## config.mk

```make
export PLATFORM = sky130hd
export DESIGN_NAME = smba_ctrl
export DESIGN_NICKNAME = d
export VERILOG_FILES = /design/src/rtl/smba_pkg.sv /design/src/rtl/smba_sync.sv /design/src/rtl/smba_addr_match.sv /design/src/rtl/smba_alert_mon.sv /design/src/rtl/smba_ctrl.sv
export SDC_FILE = /design/constraint.sdc
export NUM_CORES = 1
export LEC_CHECK = 0
export BUFFER_PORTS_ARGS = -buffer_cell sky130_fd_sc_hd__buf_4
export CORE_AREA = 2 2 39 41
export CTS_CLUSTER_DIAMETER = 100
export CTS_CLUSTER_SIZE = 8
export DETAILED_ROUTE_END_ITERATION = 8
export DIE_AREA = 0 0 41 43
export PLACE_DENSITY = 0.48
export SYNTH_ARGS = -nofsm -noshare
export SYNTH_HDL_FRONTEND = slang
export SYNTH_SLANG_ARGS = --single-unit
```

## constraint.sdc

```tcl
create_clock -name clk -period 1.1 [get_ports clk]
set_clock_uncertainty 0.2 [all_clocks]
set_input_delay 0.11 -clock clk [delete_from_list [all_inputs] [get_ports clk]]
set_output_delay 0.11 -clock clk [all_outputs]
set_load 0.03 [all_outputs]
```

## src/rtl/smba_pkg.sv

```systemverilog
package smba_pkg;
  localparam int unsigned SMBA_ADDR_W = 7;
  localparam logic [SMBA_ADDR_W-1:0] SMBA_HOST_NOTIFY_ADDR = 7'b0001000;
  localparam logic [SMBA_ADDR_W-1:0] SMBA_ALERT_RESP_ADDR  = 7'b0001100;
endpackage

```

## src/rtl/smba_sync.sv

```systemverilog
module smba_sync #(
  parameter int unsigned STAGES    = 2,
  parameter logic        RESET_VAL = 1'b1
) (
  input  logic clk,
  input  logic rst_n,
  input  logic din,
  output logic dout
);
  logic [STAGES-1:0] stage_q;
  logic [STAGES-1:0] stage_d;

  generate
    if (STAGES == 1) begin : g_one
      always_comb stage_d = din;
    end else begin : g_chain
      always_comb stage_d = {stage_q[STAGES-2:0], din};
    end
  endgenerate

  always_ff @(posedge clk or negedge rst_n) begin
    if (!rst_n) stage_q <= {STAGES{RESET_VAL}};
    else        stage_q <= stage_d;
  end

  assign dout = stage_q[STAGES-1];
endmodule

```

## src/rtl/smba_addr_match.sv

```systemverilog
module smba_addr_match #(
  parameter int unsigned           ADDR_W   = smba_pkg::SMBA_ADDR_W,
  parameter logic [ADDR_W-1:0]     HN_ADDR  = smba_pkg::SMBA_HOST_NOTIFY_ADDR,
  parameter logic [ADDR_W-1:0]     ARA_ADDR = smba_pkg::SMBA_ALERT_RESP_ADDR
) (
  input  logic              host_mode,
  input  logic              ara_armed,
  input  logic              addr_valid,
  input  logic [ADDR_W-1:0] rx_addr,
  output logic              ack
);
  logic hn_hit;
  logic ara_hit;

  always_comb begin
    hn_hit  = (rx_addr == HN_ADDR)  && host_mode;
    ara_hit = (rx_addr == ARA_ADDR) && !host_mode && ara_armed;
    ack     = addr_valid && (hn_hit || ara_hit);
  end
endmodule

```

## src/rtl/smba_alert_mon.sv

```systemverilog
module smba_alert_mon (
  input  logic clk,
  input  logic rst_n,
  input  logic monitor_en,
  input  logic line_sync,
  input  logic flag_clr,
  output logic flag
);
  logic line_int;
  logic prev_q, prev_d;
  logic flag_q, flag_d;
  logic fall;

  always_comb begin
    line_int = monitor_en ? line_sync : 1'b1;
    fall     = prev_q && !line_int;
    prev_d   = line_int;
    flag_d   = fall || (flag_q && !flag_clr);
  end

  always_ff @(posedge clk or negedge rst_n) begin
    if (!rst_n) begin
      prev_q <= 1'b1;
      flag_q <= 1'b0;
    end else begin
      prev_q <= prev_d;
      flag_q <= flag_d;
    end
  end

  assign flag = flag_q;

  AST_FLAG_STICKY: assert property (@(posedge clk) disable iff (!rst_n)
    (flag_q && !flag_clr) |=> flag_q);
  AST_SET_BEATS_CLEAR: assert property (@(posedge clk) disable iff (!rst_n)
    (fall && flag_clr) |=> flag_q);
  AST_FLAG_NEEDS_MON: assert property (@(posedge clk) disable iff (!rst_n)
    $rose(flag_q) |-> $past(monitor_en));
endmodule

```

## src/rtl/smba_ctrl.sv

```systemverilog
module smba_ctrl #(
  parameter int unsigned ADDR_W      = smba_pkg::SMBA_ADDR_W,
  parameter int unsigned SYNC_STAGES = 2
) (
  input  logic              clk,
  input  logic              rst_n,
  input  logic              host_mode,
  input  logic              alert_en,
  input  logic              err_irq_en,
  input  logic              addr_valid,
  input  logic [ADDR_W-1:0] rx_addr,
  input  logic              flag_clr,
  input  logic              alert_pin_in,
  output logic              addr_ack,
  output logic              alert_drive_low,
  output logic              alert_flag,
  output logic              irq
);
  localparam logic [ADDR_W-1:0] ARA_ADDR = smba_pkg::SMBA_ALERT_RESP_ADDR;

  logic rst_sync_n;
  logic pin_sync;
  logic drive_en;
  logic monitor_en;

  smba_sync #(.STAGES(2), .RESET_VAL(1'b0)) u_rst_sync (
    .clk(clk), .rst_n(rst_n), .din(1'b1), .dout(rst_sync_n)
  );

  smba_sync #(.STAGES(SYNC_STAGES), .RESET_VAL(1'b1)) u_pin_sync (
    .clk(clk), .rst_n(rst_sync_n), .din(alert_pin_in), .dout(pin_sync)
  );

  always_comb begin
    drive_en   = !host_mode && alert_en;
    monitor_en = host_mode && alert_en;
  end

  smba_addr_match #(.ADDR_W(ADDR_W)) u_match (
    .host_mode (host_mode),
    .ara_armed (drive_en),
    .addr_valid(addr_valid),
    .rx_addr   (rx_addr),
    .ack       (addr_ack)
  );

  smba_alert_mon u_mon (
    .clk       (clk),
    .rst_n     (rst_sync_n),
    .monitor_en(monitor_en),
    .line_sync (pin_sync),
    .flag_clr  (flag_clr),
    .flag      (alert_flag)
  );

  assign alert_drive_low = drive_en;
  assign irq             = alert_flag && err_irq_en;

  AST_ACK_NEEDS_VALID: assert property (@(posedge clk) disable iff (!rst_sync_n)
    !addr_valid |-> !addr_ack);
  AST_ARA_ONLY_WHEN_DRIVING: assert property (@(posedge clk) disable iff (!rst_sync_n)
    (addr_ack && rx_addr == ARA_ADDR) |-> alert_drive_low);
  AST_HOST_RELEASES_LINE: assert property (@(posedge clk) disable iff (!rst_sync_n)
    host_mode |-> !alert_drive_low);
  AST_IRQ_GATED: assert property (@(posedge clk) disable iff (!rst_sync_n)
    irq |-> (alert_flag && err_irq_en));
endmodule

```

==> qor.json <==
{
  "grt": {
    "initial_antenna_violation_count": 0,
    "gr-total-overflow": 0,
    "pin_count_of_the_biggest_net_entering_global_routing": 5,
    "number_of_global_route_vias_before_repair": 241,
    "grt.total_usage_pct": 7.59,
    "grt_pass1_wl_um": 800
  },
  "synthesis": {
    "synth.top_cell.area_share_pct": 34.1,
    "synth_seq_cells": 6,
    "post_synth_instance_area_um2": 231,
    "syn_area_per_cell_um2": 12.9,
    "synth_cell_types": 12,
    "ys_warns": 0,
    "synthesis.instances": 18,
    "cell_taking_the_most_area_after_synthesis": "sky130_fd_sc_hd__dfstp_2",
    "synth_sequential_area_ratio_pct": 66.5,
    "synthTopCellsByArea": "sky130_fd_sc_hd__dfstp_2 (34%), sky130_fd_sc_hd__dfrtp_1 (32%), sky130_fd_sc_hd__a2111oi_2 (6.5%)",
    "syn_nets": 33
  },
  "final_layout": {
    "diodes": 0,
    "footprint_of_the_multi_input_gates_um2": 88.8,
    "seq_area_um2": 155,
    "drive_gt1_share_pct": 63.8,
    "fillers": 142,
    "fin_nets": 63,
    "areaGrowthSynthToFinish_pct": 122,
    "finalCoreUtilization_pct": 37.1
  },
  "floorplan": {
    "placeableCoreArea_um2": 1380,
    "die_y_um": 43,
    "io-pin-count": 19,
    "floorplan.rows": 14,
    "die-width_um": 41,
    "fp.dieArea_um2": 1760,
    "initial_utilization_pct": 16.7
  },
  "power_and_ir_drop": {
    "cellInternalPower_uw": 446,
    "leak_pwr_nw": 0.238,
    "peakVddDrop_mv": 0.674,
    "switching_share_pct": 22.1,
    "power-per-cell-area_nw_per_um2": 1120,
    "combPwrFrac_pct": 19.5,
    "power.clock.fraction_pct": 37.9,
    "total_power_uw": 573,
    "pwr-share-seq_pct": 42.6,
    "switching_power_uw": 127
  },
  "critical_path": {
    "count_of_cell_instances_traversed_by_the_critical_path": 4,
    "required_ns": 0.79,
    "worst_path_dominant_cell_family": "simple AND/OR/NAND/NOR gates",
    "cp_data_arrival_time_ns": 1.22,
    "series_of_cell_instances_along_the_critical_path": "buf_6 -> or4_4 -> a2111oi_4 -> buf_4",
    "critical_path.max_stage_delay_ns": 0.53,
    "r2r_cells": 2,
    "cp_slowest_cell": "sky130_fd_sc_hd__or4_4",
    "critical_path_class": "in2out",
    "setup.worst_path.end_class": "primary output",
    "timing.critical_path.buf_inv": 2,
    "worst_setup_path_start_kind": "input port",
    "crit_path_max_fanout": 1
  },
  "detailed_routing": {
    "vias_per_cell": 3.87,
    "detail_route.first_pass.iterations": 2,
    "post_dr_wirelength_cell_um": 9.40,
    "initialDrtViolationCount": 3,
    "vias": 244,
    "routed_wl_um": 592,
    "drt.antenna.violating_nets": 0,
    "drc_errors": 0
  },
  "worst_hold_path": {
    "hold_path.class": "in2reg",
    "min_delay_path_depth": 3
  },
  "cts": {
    "clock_latency_ns": 0.24,
    "htree_num_levels": 1,
    "postCtsSetupRepairBufs": 0,
    "max-clock-path-buffers": 2,
    "num_cts_buffers": 3,
    "ctsRootBufferMaster": "sky130_fd_sc_hd__clkbuf_4",
    "ctsHoldBuffers": 5,
    "clk_transition_reported_paths_ns": 0.04,
    "cts.sink_count": 6,
    "clock_tree_from_tritoncts": "yes"
  },
  "sta": {
    "fin_ws_ns": -0.428,
    "finalSetupTns_ns": -0.553,
    "setup_viol": 2,
    "grt_setup_unrepaired": "yes",
    "final_min_period_ns": 1.53,
    "layout_worst_path_cycle_share_pct": 139,
    "fmax_ghz": 0.654,
    "hold-worst-slack_ns": -0.0332,
    "final-max-slew-violation-count": 0,
    "hold_viol_final": 1
  },
  "run_status": {
    "status": "complete, but fails checks",
    "failed_checks": "hold timing, setup timing"
  },
  "job": {
    "drv_cap": 0
  },
  "placed_design": {
    "place.detailed.hpwl_um": 482,
    "gp_congestion": 0.511,
    "port_buffers": 18,
    "placement.setup.worst_slack_ns": -0.486
  }
}
==> what timing repair did <==
item	CTS	global route
gates resized for setup	6	0
endpoints found under the setup margin	3	3
pin swaps	0	0
hold endpoints to repair	6	1
==> Yosys cell counts <==
library cell	instances
sky130_fd_sc_hd__dfrtp_1	3
sky130_fd_sc_hd__dfstp_2	3
sky130_fd_sc_hd__inv_1	2
sky130_fd_sc_hd__nand3b_1	2
sky130_fd_sc_hd__a2111oi_2	1
sky130_fd_sc_hd__and2_1	1
sky130_fd_sc_hd__conb_1	1
sky130_fd_sc_hd__nand2_1	1
sky130_fd_sc_hd__nand2b_1	1
sky130_fd_sc_hd__nor2b_1	1
sky130_fd_sc_hd__o22ai_1	1
sky130_fd_sc_hd__or4_1	1
==> registers in the layout, summed over array words and instances, names as in the netlist <==
register and cells:
u_mon.prev_q 1, u_rst_sync.stage_q 2, u_mon.flag 1, u_pin_sync.stage_q 2
==> power groups by stage <==
| stage | clock, mW | sequential (mW) | combinational (mW) |
|---|---|---|---|
| 2_1_floorplan | 0 | 0.252 | 0.0244 |
| 3_3_place_gp | 0 | 0.246 | 0.0883 |
| 4_1_cts | 0.227 | 0.244 | 0.113 |
| 6_report | 0.217 | 0.244 | 0.112 |
| 3_5_place_dp | 0 | 0.247 | 0.0907 |
| 5_1_grt | 0.248 | 0.245 | 0.121 |
==> worst register-to-register path: stages, from the launching register on <==
cell	delay [ns]
sky130_fd_sc_hd__dfstp_2	0.50
sky130_fd_sc_hd__nand3b_1	0.12
sky130_fd_sc_hd__o22ai_1	0.09
==> final cells by class <==
| type | instances | area share, % |
|---|---|---|
| multi-input cells | 10 | 17.3 |
| well taps | 16 | 3.90 |
| repair buffers | 25 | 42.0 |
| flip-flops and latches | 6 | 30.2 |
| inverters | 2 | 1.46 |
| clock buffers | 4 | 5.12 |
==> kinds of logic (layout without fill, tap and decap cells) <==
logic type      Yosys count  after routing  synth area share (%)
buf+inv                   2             31                  3.24
other cells               1              1                  1.62
simple gates              7              7                  19.5
flops                     6              6                  66.5
compound gates            2              2                  9.19
==> routing by layer <==
layer	vias up	wire [um]	track usage (%)
li1	117	-	-
met1	106	201	5.28
met2	21	291	12.8
met3	0	98	6.28
met4	0	0	4.00
met5	-	0	0
==> placed cells by master (no fill, tap or decap) <==
master                          Yosys  layout
sky130_fd_sc_hd__or4_4              0       1
sky130_fd_sc_hd__nand3b_1           2       2
sky130_fd_sc_hd__clkbuf_4           0       3
sky130_fd_sc_hd__o22ai_1            1       1
sky130_fd_sc_hd__buf_6              0       4
sky130_fd_sc_hd__dlygate4sd3_1      0       5
sky130_fd_sc_hd__buf_4              0      16
sky130_fd_sc_hd__nand2_1            1       1
sky130_fd_sc_hd__and2_4             0       1
sky130_fd_sc_hd__clkbuf_1           0       1
sky130_fd_sc_hd__conb_1             1       1
sky130_fd_sc_hd__dfrtp_1            3       2
sky130_fd_sc_hd__a2111oi_4          0       1
sky130_fd_sc_hd__nand2b_1           1       1
sky130_fd_sc_hd__inv_1              2       2
sky130_fd_sc_hd__nor2b_1            1       1
sky130_fd_sc_hd__dfstp_2            3       3
sky130_fd_sc_hd__dfrtp_2            0       1
==> worst paths after layout <==
kind                                            startpoint                         endpoint  slack [ns]
max                                             rx_addr[6]                         addr_ack       -0.43
min                                               alert_en           u_mon.prev_q$_DFF_PN1_       -0.03
max reg2reg                u_pin_sync.stage_q[1]$_DFF_PN1_             u_mon.flag$_DFF_PN0_        0.06
min reg2reg                u_rst_sync.stage_q[1]$_DFF_PN0_  u_pin_sync.stage_q[0]$_DFF_PN1_        0.04
max in group asynchronous                            rst_n  u_rst_sync.stage_q[1]$_DFF_PN0_        0.06
min in group asynchronous  u_rst_sync.stage_q[1]$_DFF_PN0_  u_pin_sync.stage_q[0]$_DFF_PN1_        0.04
==> per-stage QoR <==
stage,area [um^2],cells
final,513,63
after global placement,417,54
after CTS,513,63
after global routing,513,63
after detailed placement,417,54
after floorplan,246,18
Power figures use the tool's default switching activity.
